## config.mk

```make
export PLATFORM = sky130hd
export DESIGN_NAME = pstrace_decoder
export DESIGN_NICKNAME = d
export VERILOG_FILES = /design/src/rtl/pst_pkg.sv /design/src/rtl/pst_classify.sv /design/src/rtl/pst_gather.sv /design/src/rtl/pst_addr_track.sv /design/src/rtl/pstrace_decoder.sv
export SDC_FILE = /design/constraint.sdc
export NUM_CORES = 1
export LEC_CHECK = 0
export CORE_MARGIN = 5
export CORE_UTILIZATION = 50
export DETAILED_ROUTE_END_ITERATION = 10
export PLACE_DENSITY = 0.81
export SYNTH_ARGS = -nofsm -noshare
export SYNTH_HDL_FRONTEND = slang
export SYNTH_SLANG_ARGS = --single-unit
```

## constraint.sdc

```tcl
create_clock -name clk -period 14.74 [get_ports clk]
set_input_delay 2.211 -clock clk [delete_from_list [all_inputs] [get_ports clk]]
set_output_delay 2.211 -clock clk [all_outputs]
set_load 0.01 [all_outputs]
```

## src/rtl/pst_pkg.sv

```systemverilog
package pst_pkg;

    localparam int CHUNK_W  = 7;
    localparam int STATUS_W = 3;

    typedef enum logic [2:0] {
        PS_EXEC      = 3'd0,
        PS_EXEC_DATA = 3'd1,
        PS_SKIPPED   = 3'd2,
        PS_WAIT      = 3'd3,
        PS_BRANCH    = 3'd4,
        PS_BRANCH_D  = 3'd5,
        PS_TRIGGER   = 3'd6,
        PS_OFF       = 3'd7
    } pstat_e;

    typedef enum logic [1:0] {
        S_IDLE   = 2'd0,
        S_HUNT   = 2'd1,
        S_GATHER = 2'd2
    } gstate_e;

endpackage

```

## src/rtl/pst_classify.sv

```systemverilog
module pst_classify
    import pst_pkg::*;
#(
    parameter int PKT_W = 16
) (
    input  logic [PKT_W+3:0]    word,
    output logic [STATUS_W-1:0] real_st,
    output logic                trig,
    output logic                sync,
    output logic [PKT_W-1:0]    pkt,
    output logic                pkt_ok,
    output logic                executed,
    output logic                is_branch
);
    logic [STATUS_W-1:0] raw_st;

    always_comb begin
        raw_st = word[STATUS_W-1:0];
        pkt    = word[PKT_W+STATUS_W-1:STATUS_W];
        sync   = word[PKT_W+STATUS_W];
        trig   = (raw_st == PS_TRIGGER);
        // A trigger displaces the true status into the packet field.
        real_st   = trig ? pkt[STATUS_W-1:0] : raw_st;
        pkt_ok    = (raw_st != PS_TRIGGER) && (raw_st != PS_OFF);
        executed  = (real_st[1:0] != 2'b11);
        is_branch = (real_st == PS_BRANCH) || (real_st == PS_BRANCH_D);
    end

endmodule

```

## src/rtl/pst_gather.sv

```systemverilog
module pst_gather
    import pst_pkg::*;
#(
    parameter int ADDR_W    = 32,
    parameter int PKT_W     = 16,
    parameter int MAX_BYTES = 5
) (
    input  logic                                 clk,
    input  logic                                 rst,
    input  logic                                 in_valid,
    input  logic                                 in_last,
    input  logic                                 is_branch,
    input  logic                                 sync,
    input  logic                                 pkt_ok,
    input  logic [PKT_W-1:0]                     pkt,
    output logic                                 done,
    output logic [$clog2(MAX_BYTES+1)-1:0]       done_cnt,
    output logic [ADDR_W-1:0]                    done_acc,
    output logic                                 incomplete
);
    localparam int LANES = PKT_W / 8;
    localparam int ACC_W = MAX_BYTES * CHUNK_W;
    localparam int CNT_W = $clog2(MAX_BYTES + 1);

    gstate_e            st_q, st_n;
    logic [CNT_W-1:0]   cnt_q, cnt_n;
    logic [ACC_W-1:0]   acc_q, acc_n;
    logic               take;
    logic               stop;
    int                 n;
    logic [7:0]         lane_b;

    // State register
    always_ff @(posedge clk) begin
        if (rst) begin
            st_q  <= S_IDLE;
            cnt_q <= '0;
            acc_q <= '0;
        end else begin
            st_q  <= st_n;
            cnt_q <= cnt_n;
            acc_q <= acc_n;
        end
    end

    // Next state and completion outputs
    always_comb begin
        st_n       = st_q;
        cnt_n      = cnt_q;
        acc_n      = acc_q;
        done       = 1'b0;
        done_cnt   = '0;
        incomplete = 1'b0;
        stop       = 1'b0;
        n          = int'(cnt_q);
        lane_b     = '0;

        unique case (st_q)
            S_IDLE:   take = 1'b0;
            S_HUNT:   take = sync && pkt_ok;
            S_GATHER: take = pkt_ok;
            default:  take = 1'b0;
        endcase

        if (in_valid) begin
            if (is_branch) begin
                st_n  = S_HUNT;
                cnt_n = '0;
                acc_n = '0;
            end else if (take) begin
                for (int l = 0; l < LANES; l++) begin
                    if (!stop) begin
                        lane_b = pkt[8*l +: 8];
                        acc_n  = acc_n | (ACC_W'(lane_b[CHUNK_W-1:0]) << (CHUNK_W * n));
                        n      = n + 1;
                        if (!lane_b[7] || n == MAX_BYTES)
                            stop = 1'b1;
                    end
                end
                if (stop) begin
                    done     = 1'b1;
                    done_cnt = CNT_W'(n);
                    st_n     = S_IDLE;
                    cnt_n    = '0;
                end else begin
                    st_n  = S_GATHER;
                    cnt_n = CNT_W'(n);
                end
            end
            if (in_last && st_n != S_IDLE) begin
                incomplete = 1'b1;
                st_n       = S_IDLE;
                cnt_n      = '0;
            end
        end
        done_acc = acc_n[ADDR_W-1:0];
    end

    a_r5_gather_count: assert property (@(posedge clk) disable iff (rst)
        (st_q == S_GATHER) |-> (cnt_q != '0 && int'(cnt_q) < MAX_BYTES));

    a_r9_branch_restart: assert property (@(posedge clk) disable iff (rst)
        (in_valid && is_branch && !in_last) |=> (st_q == S_HUNT && cnt_q == '0));

endmodule

```

## src/rtl/pst_addr_track.sv

```systemverilog
module pst_addr_track
    import pst_pkg::*;
#(
    parameter int ADDR_W    = 32,
    parameter int MAX_BYTES = 5,
    parameter int ADDR_STEP = 4
) (
    input  logic                               clk,
    input  logic                               rst,
    input  logic                               in_valid,
    input  logic [STATUS_W-1:0]                real_st,
    input  logic                               trig,
    input  logic                               executed,
    input  logic                               done,
    input  logic [$clog2(MAX_BYTES+1)-1:0]     done_cnt,
    input  logic [ADDR_W-1:0]                  done_acc,
    input  logic                               incomplete,
    output logic                               out_valid,
    output logic [STATUS_W-1:0]                out_status,
    output logic                               out_trigger,
    output logic [ADDR_W-1:0]                  out_addr,
    output logic [$clog2(ADDR_W+1)-1:0]        out_addr_bits,
    output logic                               out_addr_load,
    output logic                               out_incomplete
);
    localparam int BITS_W = $clog2(ADDR_W + 1);

    logic [ADDR_W-1:0] addr_q, addr_n, keep_mask;
    logic [BITS_W-1:0] bits_q, bits_n, got_bits;
    int                raw_bits;

    always_comb begin
        raw_bits = CHUNK_W * int'(done_cnt);
        got_bits = (raw_bits >= ADDR_W) ? BITS_W'(ADDR_W) : BITS_W'(raw_bits);
        if (raw_bits >= ADDR_W) keep_mask = '0;
        else                    keep_mask = ~((ADDR_W'(1) << raw_bits) - ADDR_W'(1));
        addr_n = addr_q;
        bits_n = bits_q;
        if (in_valid) begin
            if (done) begin
                addr_n = (addr_q & keep_mask) | (done_acc & ~keep_mask);
                bits_n = (got_bits > bits_q) ? got_bits : bits_q;
            end else if (executed) begin
                addr_n = addr_q + ADDR_W'(ADDR_STEP);
            end
        end
    end

    always_ff @(posedge clk) begin
        if (rst) begin
            addr_q         <= '0;
            bits_q         <= '0;
            out_valid      <= 1'b0;
            out_status     <= '0;
            out_trigger    <= 1'b0;
            out_addr_load  <= 1'b0;
            out_incomplete <= 1'b0;
        end else begin
            addr_q         <= addr_n;
            bits_q         <= bits_n;
            out_valid      <= in_valid;
            out_trigger    <= in_valid && trig;
            out_addr_load  <= in_valid && done;
            out_incomplete <= in_valid && incomplete;
            if (in_valid)
                out_status <= real_st;
        end
    end

    assign out_addr      = addr_q;
    assign out_addr_bits = bits_q;

    a_r3_step: assert property (@(posedge clk) disable iff (rst)
        (in_valid && executed && !done) |=> (addr_q == $past(addr_q) + ADDR_W'(ADDR_STEP)));

    a_r7_bits_grow: assert property (@(posedge clk) disable iff (rst)
        !$past(rst) |-> (bits_q >= $past(bits_q)));

    a_r7_bits_cap: assert property (@(posedge clk) disable iff (rst)
        int'(bits_q) <= ADDR_W);

endmodule

```

## src/rtl/pstrace_decoder.sv

```systemverilog
module pstrace_decoder
    import pst_pkg::*;
#(
    parameter int ADDR_W    = 32,
    parameter int PKT_W     = 16,
    parameter int MAX_BYTES = 5,
    parameter int ADDR_STEP = 4
) (
    input  logic                          clk,
    input  logic                          rst,
    input  logic                          in_valid,
    input  logic                          in_last,
    input  logic [PKT_W+3:0]              in_word,
    output logic                          out_valid,
    output logic [2:0]                    out_status,
    output logic                          out_trigger,
    output logic [ADDR_W-1:0]             out_addr,
    output logic [$clog2(ADDR_W+1)-1:0]   out_addr_bits,
    output logic                          out_addr_load,
    output logic                          out_incomplete
);
    localparam int CNT_W = $clog2(MAX_BYTES + 1);

    logic [STATUS_W-1:0] real_st;
    logic                trig, sync, pkt_ok, executed, is_branch;
    logic [PKT_W-1:0]    pkt;
    logic                done, incomplete;
    logic [CNT_W-1:0]    done_cnt;
    logic [ADDR_W-1:0]   done_acc;

    pst_classify #(.PKT_W(PKT_W)) u_cls (
        .word      (in_word),
        .real_st   (real_st),
        .trig      (trig),
        .sync      (sync),
        .pkt       (pkt),
        .pkt_ok    (pkt_ok),
        .executed  (executed),
        .is_branch (is_branch)
    );

    pst_gather #(.ADDR_W(ADDR_W), .PKT_W(PKT_W), .MAX_BYTES(MAX_BYTES)) u_gat (
        .clk        (clk),
        .rst        (rst),
        .in_valid   (in_valid),
        .in_last    (in_last),
        .is_branch  (is_branch),
        .sync       (sync),
        .pkt_ok     (pkt_ok),
        .pkt        (pkt),
        .done       (done),
        .done_cnt   (done_cnt),
        .done_acc   (done_acc),
        .incomplete (incomplete)
    );

    pst_addr_track #(.ADDR_W(ADDR_W), .MAX_BYTES(MAX_BYTES), .ADDR_STEP(ADDR_STEP)) u_trk (
        .clk            (clk),
        .rst            (rst),
        .in_valid       (in_valid),
        .real_st        (real_st),
        .trig           (trig),
        .executed       (executed),
        .done           (done),
        .done_cnt       (done_cnt),
        .done_acc       (done_acc),
        .incomplete     (incomplete),
        .out_valid      (out_valid),
        .out_status     (out_status),
        .out_trigger    (out_trigger),
        .out_addr       (out_addr),
        .out_addr_bits  (out_addr_bits),
        .out_addr_load  (out_addr_load),
        .out_incomplete (out_incomplete)
    );

    a_r2_trigger_status: assert property (@(posedge clk) disable iff (rst)
        (in_valid && in_word[2:0] == 3'd6) |=> (out_trigger && out_status == $past(in_word[5:3])));

    a_r10_end_exclusive: assert property (@(posedge clk) disable iff (rst)
        !(out_addr_load && out_incomplete));

endmodule

```

==> results.ini, run 1 <==
[worst_setup_path]
arrival_ns=7.91
worstPathRequired_ns=14.94
crit_start=in_valid
worstReg2RegEnd=u_trk.out_addr_bits[2]
rrSetupSlack_ns=7.79
crit_fanout=16
worstSetupStartpointType=input pin
r2r_cells=22
end_kind=flop
r2r-start=u_gat.cnt_q[0]
crit_end=u_trk.out_addr_bits[2]
crit_type=in2reg

[routing]
ant_nets=0
first_pass_iters=6
totalWireLength_um=18100
num_vias=6240
initialDrtViolationCount=1036
wl_per_cell_um=18.8
via_per_inst=6.49
drc_errors=0

[timing]
hold-worst-slack_ns=0.464
fin_skew_ns=0.00916
maxSlewHeadroom=0.225
max_freq_ghz=0.130
final-setup-viol-count=0
worst_slack_ns=7.03
tightest_slew_ns=1.15
fin_crit_sh=0.523
rsz0062_at_grt=no
tns_ns=0
finalHoldViolCount=0
slew_violations=0
period_needed_ns=7.71

[global_route]
grt_start_max_net_pins=78
grt_pass1_wl_um=29200
grtUsageTotal=0.251
antenna_found_initial=0
grt_pass1_vias=5735
grt.overflow.total=0

[floorplanning]
coreArea_sq_um=11900
ios=69
rows=40
dieHeight_um=120
die_w_um=120
start_util=0.505
die-area_sq_um=14300

[place]
hpwl_um=13000
preCtsSetupSlack_ns=6.77
place_congestion=0.981
place_area_sq_um=6730
portBuffers=68

[clock_tree]
cts_hold_buf=0
cts_setup_buffers=0
clkSinkCount=82
h-tree-depth=3
cts_buffer_depth=2
path_clk_slew_ns=0.06
cts-root-buf=clkbuf_16
clkLatencyLatePin_ns=0.35
cts-resized-gates=0
cts_tree=built
cts_buffers=9

[synthesis]
synth_compound_area_frac=0.283
synthMuxAreaShare=0.0346
syn_inst=770
yosys_register_bits=82
synth_top_cell_by_area=dfxtp_1
synth_xor_xnor_area_share=0.0146
synth_simple_gate_area_frac=0.250
synth_top_area_frac=0.273
syn_area_sq_um=6010
ys.flop_type=dfxtp_1
synth_cell_types=80
ys_warn_count=0
async_flop_share=0
synth_edf_count=0
synth_area_per_cell_sq_um=7.80
syn_nets=834
synth_fa_ha_area_frac=0.0870
ys_seq_area_frac=0.273
synth_top_family_by_area=compound AO/OA/AOI/OAI gates
synth_area_leaders=dfxtp_1 (27%), ha_1 (7.7%), a21oi_1 (4.5%)

[power_and_ir_drop]
irDropWorstVdd_v=0.0000496
cellLeakagePower_nw=2.55
finalPower_mw=0.500
power_density_nw_per_um2=71.0

[final_layout]
multi_input_area_sq_um=4020
synthToLayoutAreaGrowth_pct=17.1
antennaDiodeCount=0
num-fill-cells=1050
final_cell_area_sq_um=7040
layout-drive-gt1-share=0.0687
register_area_sq_um=1640
fin_nets=874

[run]
max-cap-violations=0

[hold_path]
min_path_type=reg2reg

[status]
status=finished, final reports clean

-- worst min-delay path by stage --
stage | slack (ns) | cells after the start | to | start
floorplan | 0.42 | 2 | u_gat.acc_q[15] | u_gat.acc_q[15]
global placement | 0.45 | 2 | u_gat.acc_q[4] | u_gat.acc_q[4]
detailed placement | 0.45 | 2 | u_gat.acc_q[4] | u_gat.acc_q[4]
CTS | 0.47 | 2 | u_gat.acc_q[4] | u_gat.acc_q[4]
global route | 0.51 | 2 | u_gat.acc_q[4] | u_gat.acc_q[4]
finish | 0.46 | 2 | u_gat.acc_q[4] | u_gat.acc_q[4]
-- cell usage after synthesis, drive strengths merged, types with 3 or more instances --
master / count
o31a: 3
xor2: 5
o32ai: 3
a221oi: 5
a31oi: 18
xnor2: 5
nor2: 64
a21oi: 56
nor4: 9
a211oi: 18
clkbuf: 27
o21ai: 47
nand4: 9
or4: 3
mux2i: 5
or2: 7
a22o: 9
nor2b: 19
mux4: 5
o21a: 9
inv: 34
nor3: 28
nand3b: 3
a2bb2oi: 3
a2111oi: 3
nand3: 29
mux2: 4
o2bb2ai: 6
and2: 12
a22oi: 16
nand2b: 11
nor3b: 3
buf: 22
fa: 3
and4: 3
and3: 16
ha: 37
a32oi: 6
o31ai: 9
dfxtp: 82
or3: 11
a21o: 9
nand2: 61
-- critical path: stages --
cell and delay, ns:
clkdlybuf4s50_1 0.73, or4b_4 0.63, or3_1 0.35, nand2b_4 0.23, fa_1 0.58, inv_1 0.05
ha_1 0.20, nor2b_1 0.13, o21ai_0 0.12, nor2b_1 0.62, clkinv_1 0.43, nor2_1 0.27
ha_1 0.28, and3_1 0.17, nand4_1 0.09, o2111ai_1 0.12, a21oi_2 0.39, mux2i_1 0.26
nor2_1 0.05
-- through the flow --
| step | util | std cells |
|---|---|---|
| floorplan | - | 770 |
| global placement | 0.565 | 946 |
| detailed placement | 0.565 | 946 |
| CTS | 0.591 | 962 |
| global route | 0.591 | 962 |
| finish | 0.591 | 962 |
-- per-layer routing --
layer	routed length [um]	part of all wire	vias up	global-route usage
met5	0	0	-	0
met2	7700	0.43	343	0.367
met3	1810	0.10	61	0.0627
li1	-	-	2946	-
met4	615	0.034	0	0.108
met1	7940	0.44	2890	0.349
-- report_power, final --
part	switching, mW	internal [mW]
Sequential	0.00174	0.223
Combinational	0.0264	0.0165
Clock	0.0916	0.140
Total	0.120	0.380
-- placed cells by master, fill, tap and decap left out, types with 11 or more instances in the layout --
| cell | n |
|---|---|
| and3_1 | 15 |
| a31oi_1 | 18 |
| dfxtp_1 | 82 |
| ha_1 | 37 |
| a22oi_1 | 16 |
| nor2_1 | 64 |
| nand3_1 | 29 |
| o21ai_0 | 44 |
| nand2_1 | 61 |
| nor3_1 | 28 |
| inv_1 | 33 |
| nor2b_1 | 19 |
| a21oi_1 | 54 |
| clkdlybuf4s50_1 | 67 |
| and2_1 | 11 |
| or3_1 | 11 |
| a211oi_1 | 16 |
-- cell type report --
cell class | count | area share
clock inverter | 4 | 0.00711
multi-input combinational | 604 | 0.572
sequential | 82 | 0.233
clock buffer | 12 | 0.0365
tap | 147 | 0.0261
timing repair buffer | 78 | 0.107
inverter | 35 | 0.0187
-- kinds of logic (layout without fill, tap and decap cells) --
| logic type | count (synthesis) | after routing |
|---|---|---|
| simple gates | 292 | 292 |
| flops | 82 | 82 |
| xor+xnor | 10 | 10 |
| buf+inv | 84 | 129 |
| mux | 14 | 14 |
| compound gates | 248 | 248 |
| fa+ha+maj | 40 | 40 |
Power figures use the tool's default switching activity.
==> run 2: changes to the inputs <==
==> constraint.sdc (replaced) <==
create_clock -name clk -period 8.1 [get_ports clk]
set_input_delay 1.215 -clock clk [delete_from_list [all_inputs] [get_ports clk]]
set_output_delay 1.215 -clock clk [all_outputs]
set_load 0.01 [all_outputs]
==> results.ini, run 2 (same netlist as run 1, synthesis figures left out) <==
[clock_tree]
h-tree-depth=3
clkSinkCount=82
cts_tree=built
cts_buffers=9
clkLatencyLatePin_ns=0.34
cts_buffer_depth=2
cts_hold_buf=0
cts_setup_buffers=0
cts-root-buf=clkbuf_16
cts-resized-gates=0
path_clk_slew_ns=0.06

[timing]
final-setup-viol-count=0
max_freq_ghz=0.138
slew_violations=0
tightest_slew_ns=1.33
maxSlewHeadroom=0.107
fin_skew_ns=0.00906
tns_ns=0
fin_crit_sh=0.895
period_needed_ns=7.25
rsz0062_at_grt=no
finalHoldViolCount=0

[place]
hpwl_um=13100
place_area_sq_um=6710
dpl.cell_count=943
place_congestion=0.949
portBuffers=68

[final_layout]
antennaDiodeCount=0
layout-drive-gt1-share=0.0629
final_common_cell=dfxtp_1
stdcell_count=958
fin_nets=871
synthToLayoutAreaGrowth_pct=16.1
most-common-layout-cells=dfxtp_1 (82), clkdlybuf4s50_1 (67), nor2_1 (64), nand2_1 (61), a21oi_1 (54)
final_cell_area_sq_um=6980

[worst_setup_path]
crit_fanout=25
worstPathRequired_ns=8.30
end_kind=flop
crit_type=reg2reg
timing.critical_path.buf_inv=3
crit_top_cell=ha_1
crit_chain=inv_1 > ha_1 > ha_1 > a21boi_1 > a21oi_2 > or3_1 > fa_1 > inv_1 > ha_1 > nor2b_1 > o21ai_0 > nor2b_1 > clkinv_1 > nor2_1 > ha_1 > and3_1 > nand4_1 > o2111ai_1 > a21oi_2 > mux2i_1 > nor2_1
worstSetupStartpointType=flop
cp_top_family=adder cells
crit_slowest_cell=dfxtp_1
arrival_ns=7.44
slowest_delay_ns=0.87

[global_route]
grt_pass1_wl_um=29100
antenna_found_initial=0
grt_start_max_net_pins=78
grtUsageTotal=0.250
grt_pass1_vias=5620
grt.overflow.total=0

[power_and_ir_drop]
cellLeakagePower_nw=2.52
irDropWorstVdd_v=0.000107
power_density_nw_per_um2=125

[routing]
via_per_inst=6.48
num_vias=6206
totalWireLength_um=18100
first_pass_iters=7
ant_nets=0
initialDrtViolationCount=894
drc_errors=0
wl_per_cell_um=18.9

[floorplanning]
dieHeight_um=120
rows=40
start_util=0.505
coreArea_sq_um=11900
die-area_sq_um=14300
ios=69
die_w_um=120

[status]
status=finished, final reports clean

[hold_path]
min_path_type=reg2reg

[run]
max-cap-violations=0

run 2: cell types whose count changed in the layout (fill, tap and decap cells not counted), sizes merged:
cell / before / now
buf: 11 / 8
bufinv: 1 / 0
clkbuf: 12 / 13
clkinvlp: 2 / 1
run 2: through the flow:
stage / hold WS (ns) / total power [mW] / util / setup slack [ns]
after floorplan: 0.424 / 0.459 / - / 2.58
after global placement: 0.441 / 0.494 / 0.563 / 1.17
after detailed placement: 0.451 / 0.494 / 0.563 / 0.958
after CTS: 0.460 / 0.873 / 0.586 / 0.944
after global routing: 0.486 / 0.897 / 0.586 / 0.214
final: 0.465 / 0.874 / 0.586 / 0.854
run 2: layer usage:
metal  part of all wire  track usage  routed length, um  vias to the layer above
met3              0.099       0.0518               1800                       43
met5                  0            0                  0                        -
li1                   -            -                  -                     2929
met1               0.44        0.348               8030                     2901
met4              0.025       0.0945                451                        0
met2               0.43        0.381               7830                      333
run 2: power by group:
group	internal, mW	total (mW)	switching (mW)
Clock	0.223	0.387	0.164
Combinational	0.0300	0.0786	0.0486
Sequential	0.406	0.409	0.00306
run 2: cell type report:
cell class	count	area [sq um]
Fill cell	1120	4930
Multi-Input combinational cell	604	4020
Sequential cell	82	1640
Timing Repair Buffer	75	728
Clock buffer	13	260
Tap cell	147	184
Inverter	35	131
Clock inverter	2	12.5
run 2: worst paths after layout:
kind | startpoint | to | slack [ns] | cells after the start
hold reg to reg | u_gat.acc_q[29] | u_gat.acc_q[29] | 0.47 | 2
hold / removal | u_gat.acc_q[29] | u_gat.acc_q[29] | 0.47 | 2
setup / recovery | u_gat.cnt_q[0] | u_trk.out_addr_bits[3] | 0.85 | 21
setup reg to reg | u_gat.cnt_q[0] | u_trk.out_addr_bits[3] | 0.85 | 21
run 2: worst min-delay path: cells and delay by family, from the launching register on:
| family | cells | cell delay, ns |
|---|---|---|
| AO/OA/AOI/OAI | 1 | 0.05 |
| buffers and inverters | 1 | 0.05 |
| flip-flops | 1 | 0.31 |
